===== src/rtl/srt16_pkg.sv =====
package srt16_pkg;
  typedef logic signed [2:0] digit_t;
  // estimate: 4 integer bits (with sign) + 6 fraction bits
  localparam int EST_W  = 10;
  localparam int DTOP_W = 6;
endpackage


===== src/rtl/srt_csa.sv =====
module srt_csa #(
  parameter int RW = 62
) (
  input  logic [RW-1:0] a_i,
  input  logic [RW-1:0] b_i,
  input  logic [RW-1:0] m_i,
  input  logic          cin_i,
  output logic [RW-1:0] s_o,
  output logic [RW-1:0] c_o
);
  logic [RW-1:0] maj;
  assign s_o = a_i ^ b_i ^ m_i;
  assign maj = (a_i & b_i) | (a_i & m_i) | (b_i & m_i);
  // free low carry slot completes the two's complement of negated multiples
  assign c_o = {maj[RW-2:0], cin_i};
endmodule


===== src/rtl/srt_fan.sv =====
module srt_fan #(
  parameter int RW = 62
) (
  input  logic [RW-1:0]      ys_i,
  input  logic [RW-1:0]      yc_i,
  input  logic [RW-1:0]      d_i,
  output logic [4:0][RW-1:0] s_o,
  output logic [4:0][RW-1:0] c_o
);
  // slot k holds y - (k-2)*d
  for (genvar k = 0; k < 5; k++) begin : g_cand
    localparam int QV = k - 2;
    logic [RW-1:0] mult;
    logic          cin;
    if (QV > 0) begin : g_neg
      assign mult = ~(d_i << (QV - 1));
      assign cin  = 1'b1;
    end else if (QV < 0) begin : g_pos
      assign mult = d_i << (-QV - 1);
      assign cin  = 1'b0;
    end else begin : g_zero
      assign mult = '0;
      assign cin  = 1'b0;
    end
    srt_csa #(.RW(RW)) u_csa (
      .a_i  (ys_i),
      .b_i  (yc_i),
      .m_i  (mult),
      .cin_i(cin),
      .s_o  (s_o[k]),
      .c_o  (c_o[k])
    );
  end
endmodule


===== src/rtl/srt_qsel.sv =====
module srt_qsel
  import srt16_pkg::*;
#(
  parameter int RW = 62
) (
  input  logic [RW-1:0]     ys_i,
  input  logic [RW-1:0]     yc_i,
  input  logic [DTOP_W-1:0] dtop_i,
  output digit_t            q_o
);
  logic signed [EST_W-1:0] est, m_p2, m_p1, m_z, m_n1;
  logic [8:0] t3, h1;
  logic [6:0] h0;

  always_comb begin
    est  = $signed(ys_i[RW-1 -: EST_W] + yc_i[RW-1 -: EST_W]);
    t3   = {2'b0, dtop_i, 1'b0} + {3'b0, dtop_i};
    h1   = (t3 + 9'd1) >> 1;
    h0   = ({1'b0, dtop_i} + 7'd1) >> 1;
    // thresholds in units of 1/64: floor(1.5d), floor(d/2), floor(-d/2), floor(-1.5d)
    m_p2 = $signed({2'b0, t3[8:1]});
    m_p1 = $signed({5'b0, dtop_i[DTOP_W-1:1]});
    m_z  = -$signed({3'b0, h0});
    m_n1 = -$signed({1'b0, h1});
    if      (est >= m_p2) q_o = 3'sd2;
    else if (est >= m_p1) q_o = 3'sd1;
    else if (est >= m_z)  q_o = 3'sd0;
    else if (est >= m_n1) q_o = -3'sd1;
    else                  q_o = -3'sd2;
  end
endmodule


===== src/rtl/srt16_div_core.sv =====
module srt16_div_core
  import srt16_pkg::*;
#(
  parameter int W = 56,
  parameter int P = 14
) (
  input  logic               clk_i,
  input  logic               rst_ni,
  input  logic               start_i,
  input  logic [W-1:0]       dividend_i,
  input  logic [W-1:0]       divisor_i,
  output logic               digit_vld_o,
  output logic signed [2:0]  digit_hi_o,
  output logic signed [2:0]  digit_lo_o,
  output logic               done_o,
  output logic               rem_neg_o
);
  localparam int RW = W + 6;  // 4 integer bits, W+2 fraction bits
  localparam int CW = (P > 1) ? $clog2(P) : 1;

  logic          busy_q, vld_q, done_q;
  logic [CW-1:0] cnt_q;
  logic [RW-1:0] ws_q, wc_q, d_q;
  digit_t        hi_q, lo_q;

  logic [RW-1:0]      ys, yc, rh_s, rh_c, nxt_s, nxt_c;
  logic [4:0][RW-1:0] hs, hc, ls, lc;
  logic [DTOP_W-1:0]  dtop;
  digit_t             q_hi, q_lo;
  digit_t             ql_spec [5];

  assign dtop = d_q[W+1 -: DTOP_W];
  assign ys   = {ws_q[RW-3:0], 2'b00};
  assign yc   = {wc_q[RW-3:0], 2'b00};

  // first sub-step: all five remainders plus first digit
  srt_fan #(.RW(RW)) u_fan_hi (.ys_i(ys), .yc_i(yc), .d_i(d_q), .s_o(hs), .c_o(hc));
  srt_qsel #(.RW(RW)) u_sel_hi (.ys_i(ys), .yc_i(yc), .dtop_i(dtop), .q_o(q_hi));

  // second digit pre-selected for every first-digit candidate
  for (genvar k = 0; k < 5; k++) begin : g_spec
    srt_qsel #(.RW(RW)) u_sel_lo (
      .ys_i  ({hs[k][RW-3:0], 2'b00}),
      .yc_i  ({hc[k][RW-3:0], 2'b00}),
      .dtop_i(dtop),
      .q_o   (ql_spec[k])
    );
  end

  always_comb begin
    case (q_hi)
      3'sd2:   begin rh_s = hs[4]; rh_c = hc[4]; q_lo = ql_spec[4]; end
      3'sd1:   begin rh_s = hs[3]; rh_c = hc[3]; q_lo = ql_spec[3]; end
      -3'sd1:  begin rh_s = hs[1]; rh_c = hc[1]; q_lo = ql_spec[1]; end
      -3'sd2:  begin rh_s = hs[0]; rh_c = hc[0]; q_lo = ql_spec[0]; end
      default: begin rh_s = hs[2]; rh_c = hc[2]; q_lo = ql_spec[2]; end
    endcase
  end

  srt_fan #(.RW(RW)) u_fan_lo (
    .ys_i({rh_s[RW-3:0], 2'b00}),
    .yc_i({rh_c[RW-3:0], 2'b00}),
    .d_i (d_q),
    .s_o (ls),
    .c_o (lc)
  );

  always_comb begin
    case (q_lo)
      3'sd2:   begin nxt_s = ls[4]; nxt_c = lc[4]; end
      3'sd1:   begin nxt_s = ls[3]; nxt_c = lc[3]; end
      -3'sd1:  begin nxt_s = ls[1]; nxt_c = lc[1]; end
      -3'sd2:  begin nxt_s = ls[0]; nxt_c = lc[0]; end
      default: begin nxt_s = ls[2]; nxt_c = lc[2]; end
    endcase
  end

  always_ff @(posedge clk_i or negedge rst_ni) begin
    if (!rst_ni) begin
      busy_q <= 1'b0;
      vld_q  <= 1'b0;
      done_q <= 1'b0;
      cnt_q  <= '0;
      ws_q   <= '0;
      wc_q   <= '0;
      d_q    <= '0;
      hi_q   <= '0;
      lo_q   <= '0;
    end else if (!busy_q) begin
      vld_q  <= 1'b0;
      done_q <= 1'b0;
      if (start_i) begin
        busy_q <= 1'b1;
        cnt_q  <= CW'(P - 1);
        ws_q   <= {6'b0, dividend_i};            // x/4
        wc_q   <= '0;
        d_q    <= {4'b0, divisor_i, 2'b00};
      end
    end else begin
      ws_q  <= nxt_s;
      wc_q  <= nxt_c;
      hi_q  <= q_hi;
      lo_q  <= q_lo;
      vld_q <= 1'b1;
      if (cnt_q == '0) begin
        busy_q <= 1'b0;
        done_q <= 1'b1;
      end else begin
        cnt_q  <= cnt_q - 1'b1;
        done_q <= 1'b0;
      end
    end
  end

  logic [RW-1:0] rsum, rmag;
  assign rsum = ws_q + wc_q;
  assign rmag = rsum[RW-1] ? (~rsum + 1'b1) : rsum;

  assign digit_vld_o = vld_q;
  assign digit_hi_o  = hi_q;
  assign digit_lo_o  = lo_q;
  assign done_o      = done_q;
  assign rem_neg_o   = rsum[RW-1];

  p_digit_range_r3: assert property (@(posedge clk_i) disable iff (!rst_ni)
    vld_q |-> (hi_q >= -3'sd2 && hi_q <= 3'sd2 && lo_q >= -3'sd2 && lo_q <= 3'sd2));

  p_vld_after_busy_r2: assert property (@(posedge clk_i) disable iff (!rst_ni)
    vld_q |-> $past(busy_q));

  p_done_pulse_r4: assert property (@(posedge clk_i) disable iff (!rst_ni)
    done_q |=> !done_q);

  p_done_with_pair_r4: assert property (@(posedge clk_i) disable iff (!rst_ni)
    done_q |-> (vld_q && !busy_q));

  p_start_ignored_r7: assert property (@(posedge clk_i) disable iff (!rst_ni)
    (busy_q && start_i && cnt_q != '0) |=> (busy_q && cnt_q == $past(cnt_q) - 1'b1));

  p_rem_bound_r8: assert property (@(posedge clk_i) disable iff (!rst_ni)
    (busy_q || done_q) |-> (({2'b0, rmag} * 3) <= ({2'b0, d_q} * 2)));
endmodule


===== config.mk =====
export PLATFORM = sky130hd
export DESIGN_NAME = srt16_div_core
export DESIGN_NICKNAME = d
export VERILOG_FILES = /design/src/rtl/srt16_pkg.sv /design/src/rtl/srt_csa.sv /design/src/rtl/srt_fan.sv /design/src/rtl/srt_qsel.sv /design/src/rtl/srt16_div_core.sv
export SDC_FILE = /design/constraint.sdc
export NUM_CORES = 2
export LEC_CHECK = 0
export BUFFER_PORTS_ARGS = -buffer_cell sky130_fd_sc_hd__buf_2
export CORE_ASPECT_RATIO = 0.75
export CORE_UTILIZATION = 50
export CTS_BUF_LIST = sky130_fd_sc_hd__clkbuf_16
export DETAILED_ROUTE_END_ITERATION = 6
export PLACE_DENSITY_LB_ADDON = 0.15
export SYNTH_ARGS = -nofsm -noshare
export SYNTH_HDL_FRONTEND = slang
export SYNTH_HIERARCHICAL = 1
export SYNTH_SLANG_ARGS = --single-unit
export TNS_END_PERCENT = 1

===== constraint.sdc =====
create_clock -name clk_i -period 9.4 [get_ports clk_i]
set_input_delay 0 -clock clk_i [delete_from_list [all_inputs] [get_ports clk_i]]
set_output_delay 0 -clock clk_i [all_outputs]
set_load 0.01 [all_outputs]

==> summary.txt <==
Final layout
  – Nets: 6156
  – Area Overhead vs Synth: 9.38%
  – Register Area: 4840 um2
  – Share of final-layout standard cells stronger than drive strength 1: 8.97%
  – Filler Cell Count: 7941
  – Total area of multi-input combinational cells: 37400 um2
  – Number of antenna repair diodes: 0

Die
  – Placeable Area: 86100 um2
  – Placement Rows: 93
  – Die extent in y: 258 um
  – Starting density of the core: 50.6%
  – Die X-Extent: 343 um
  – Overall die area: 88400 um2
  – Num ports: 124

Critical path
  – Kind of end point of the critical path: flop
  – Critical R2R Capture: ws_q[23]$_DFFE_PN0P_
  – Critical register-to-register path startpoint: d_q[53]$_DFFE_PN0P_
  – Crit path max fanout: 50
  – Critical Path Start: d_q[53]$_DFFE_PN0P_
  – Data arrival time at the worst-slack endpoint: 8.59 ns
  – Critical path startpoint category: flop
  – WS Path Type: reg -> reg
  – CP Data Required Time: 9.76 ns
  – Reg-to-reg slack, setup: 1.16 ns
  – Depth of the worst register-to-register path: 26
  – Worst setup path end: ws_q[23]$_DFFE_PN0P_

Placement
  – Port Buffer Count: 123
  – Global placement routability congestion: 0.950
  – DP HPWL: 101 mm

Routing
  – Detailed Routing Iterations Pass 1: 5
  – DRT Wirelength: 144 mm
  – Via count normalized by instance count: 6.22
  – Total number of vias: 38629
  – Post-route antenna net violation count: 0
  – Final routed wire length divided by cell count: 23.1 um
  – DRC violation total after the first TritonRoute iteration: 3550
  – Remaining DRCs: 0

Timing
  – Count of pins over their slew limit: 0
  – RSZ-0062 raised after global routing: no
  – Final Hold Viols: 0
  – Total negative slack for setup checks: 0 ns
  – Final worst path period need: 8.24 ns
  – Maximum achievable frequency: 121 MHz
  – Worst slew margin relative to its limit: 11.9%
  – Period utilisation layout: 87.6%
  – Pin slew with the least headroom to its limit: 1.31 ns
  – Post-Route Skew: 0.0264 ns
  – Final setup violation count: 0

Synth
  – Post-Synthesis Mean Instance Area: 9.04 um2
  – Post-synthesis instance area: 43600 um2
  – Gate count of the mapped netlist: 4823
  – Total of warnings raised by yosys: 6

CTS
  – Number of buffers inserted to repair setup after CTS: 0
  – CTS Root Cell: clkbuf_16
  – Cts bufs inserted: 17
  – Number of H-tree branching levels: 4
  – Clock latency reported for the late side of the worst-skew pair: 0.54 ns
  – Quantity of gates resized following cts: 0
  – Reg clk slew, reported paths: 0.11 ns
  – Number of buffers inserted for hold repair after clock tree synthesis: 113
  – Clock tree from TritonCTS: yes
  – Maximum count of clock buffers along a single path: 2
  – Number of clock sinks: 193

Run status
  – Result of the run: finished clean

Flow run
  – Max capacitance violation total: 0

Global routing
  – Antenna violations before repair: 2
  – Global routing usage summed across all routing layers: 33.0%
  – Pin count of the biggest net entering global routing: 177
  – Wire length of the first global-routing pass: 225 mm
  – Congestion Overflow GR: 0
  – Vias in the first global route: 37658

Worst hold path
  – Worst hold path class: in -> reg
## worst min-delay path by stage
stage                         from                    to  cells after the start
floorplan                   rst_ni      busy_q$_DFF_PN0_                      0
global placement            rst_ni   d_q[57]$_DFFE_PN0P_                      1
detailed placement          rst_ni    d_q[2]$_DFFE_PN0P_                      1
CTS                 dividend_i[21]  ws_q[21]$_DFFE_PN0P_                      4
global route        dividend_i[21]  ws_q[21]$_DFFE_PN0P_                      4
finish              dividend_i[21]  ws_q[21]$_DFFE_PN0P_                      4
## final cells by class
cell class                 instances  area share, %
clock inverter                    15          0.423
inverter                         259           2.04
timing repair buffer             314           5.08
clock buffer                      17          0.892
sequential                       193           10.1
tap                             1140           2.99
multi-input combinational       4277           78.4
## flip-flops by register name, summed over array words and instances (netlist names)
signal       cells
digit_lo_o       3
digit_vld_o      1
done_o           1
ws_q            62
cnt_q            4
d_q             56
busy_q           1
wc_q            62
digit_hi_o       3
## through the flow
stage / hold WS [ns] / utilization, % / area, um2 / cells / worst slack (ns)
6_report: 0.0454 / 55.4 / 47700 / 6215 / 1.16
5_1_grt: 0.0373 / 55.4 / 47700 / 6215 / 0.754
4_1_cts: 0.0118 / 55.4 / 47700 / 6214 / 1.34
3_5_place_dp: -0.0473 / 53.3 / 45900 / 6069 / 1.43
3_3_place_gp: -0.0522 / 53.3 / 45900 / 6069 / 1.51
2_1_floorplan: -0.296 / - / 44300 / 5022 / 1.54
## worst max-delay path: stages (launching register included)
cell,delay (ns)
dfrtp_1,0.54
ha_1,0.36
inv_1,0.09
fa_1,0.42
xnor2_2,0.28
inv_2,0.07
or3_1,0.46
and4_4,0.23
mux2_2,0.27
o21ai_2,0.18
a21oi_1,0.07
ha_1,0.30
nand4_1,0.09
o311ai_0,0.37
mux2i_1,0.12
a21oi_1,0.18
o21a_4,0.36
nand2b_4,0.39
xnor2_4,0.60
buf_4,0.80
nor2_1,0.08
nor2_1,0.56
fa_1,0.52
mux2_2,0.27
o22ai_1,0.14
a211o_1,0.15
a31oi_1,0.08
## per-layer routing
metal  share of wire [%]  global-route usage (%)  vias to the layer above
met5              0.0084                       0                        -
met2                  41                    46.0                     1763
met3                  11                    9.44                      197
met1                  46                    50.0                    19118
met4                 2.2                    7.85                        2
li1                    -                       -                    17549
## layout by cell type (no fill, tap or decap), types with 42 or more instances in the layout
master	instances
a211oi_1	53
a21o_1	59
a21oi_1	320
a221oi_1	87
a22oi_1	122
a31oi_1	66
buf_2	122
buf_4	73
conb_1	204
dfrtp_1	189
dlygate4sd3_1	112
fa_1	617
ha_1	362
inv_1	252
mux2_2	42
mux2i_1	72
nand2_1	469
nand2b_1	67
nand3_1	96
nor2_1	271
nor2b_1	92
o21ai_0	412
o21ai_1	48
o22ai_1	64
or3_1	69
xnor2_1	117
Power is left out: the tool's default activity adds up to more than one toggle a clock period on the data nets, which glitch-free logic cannot reach.
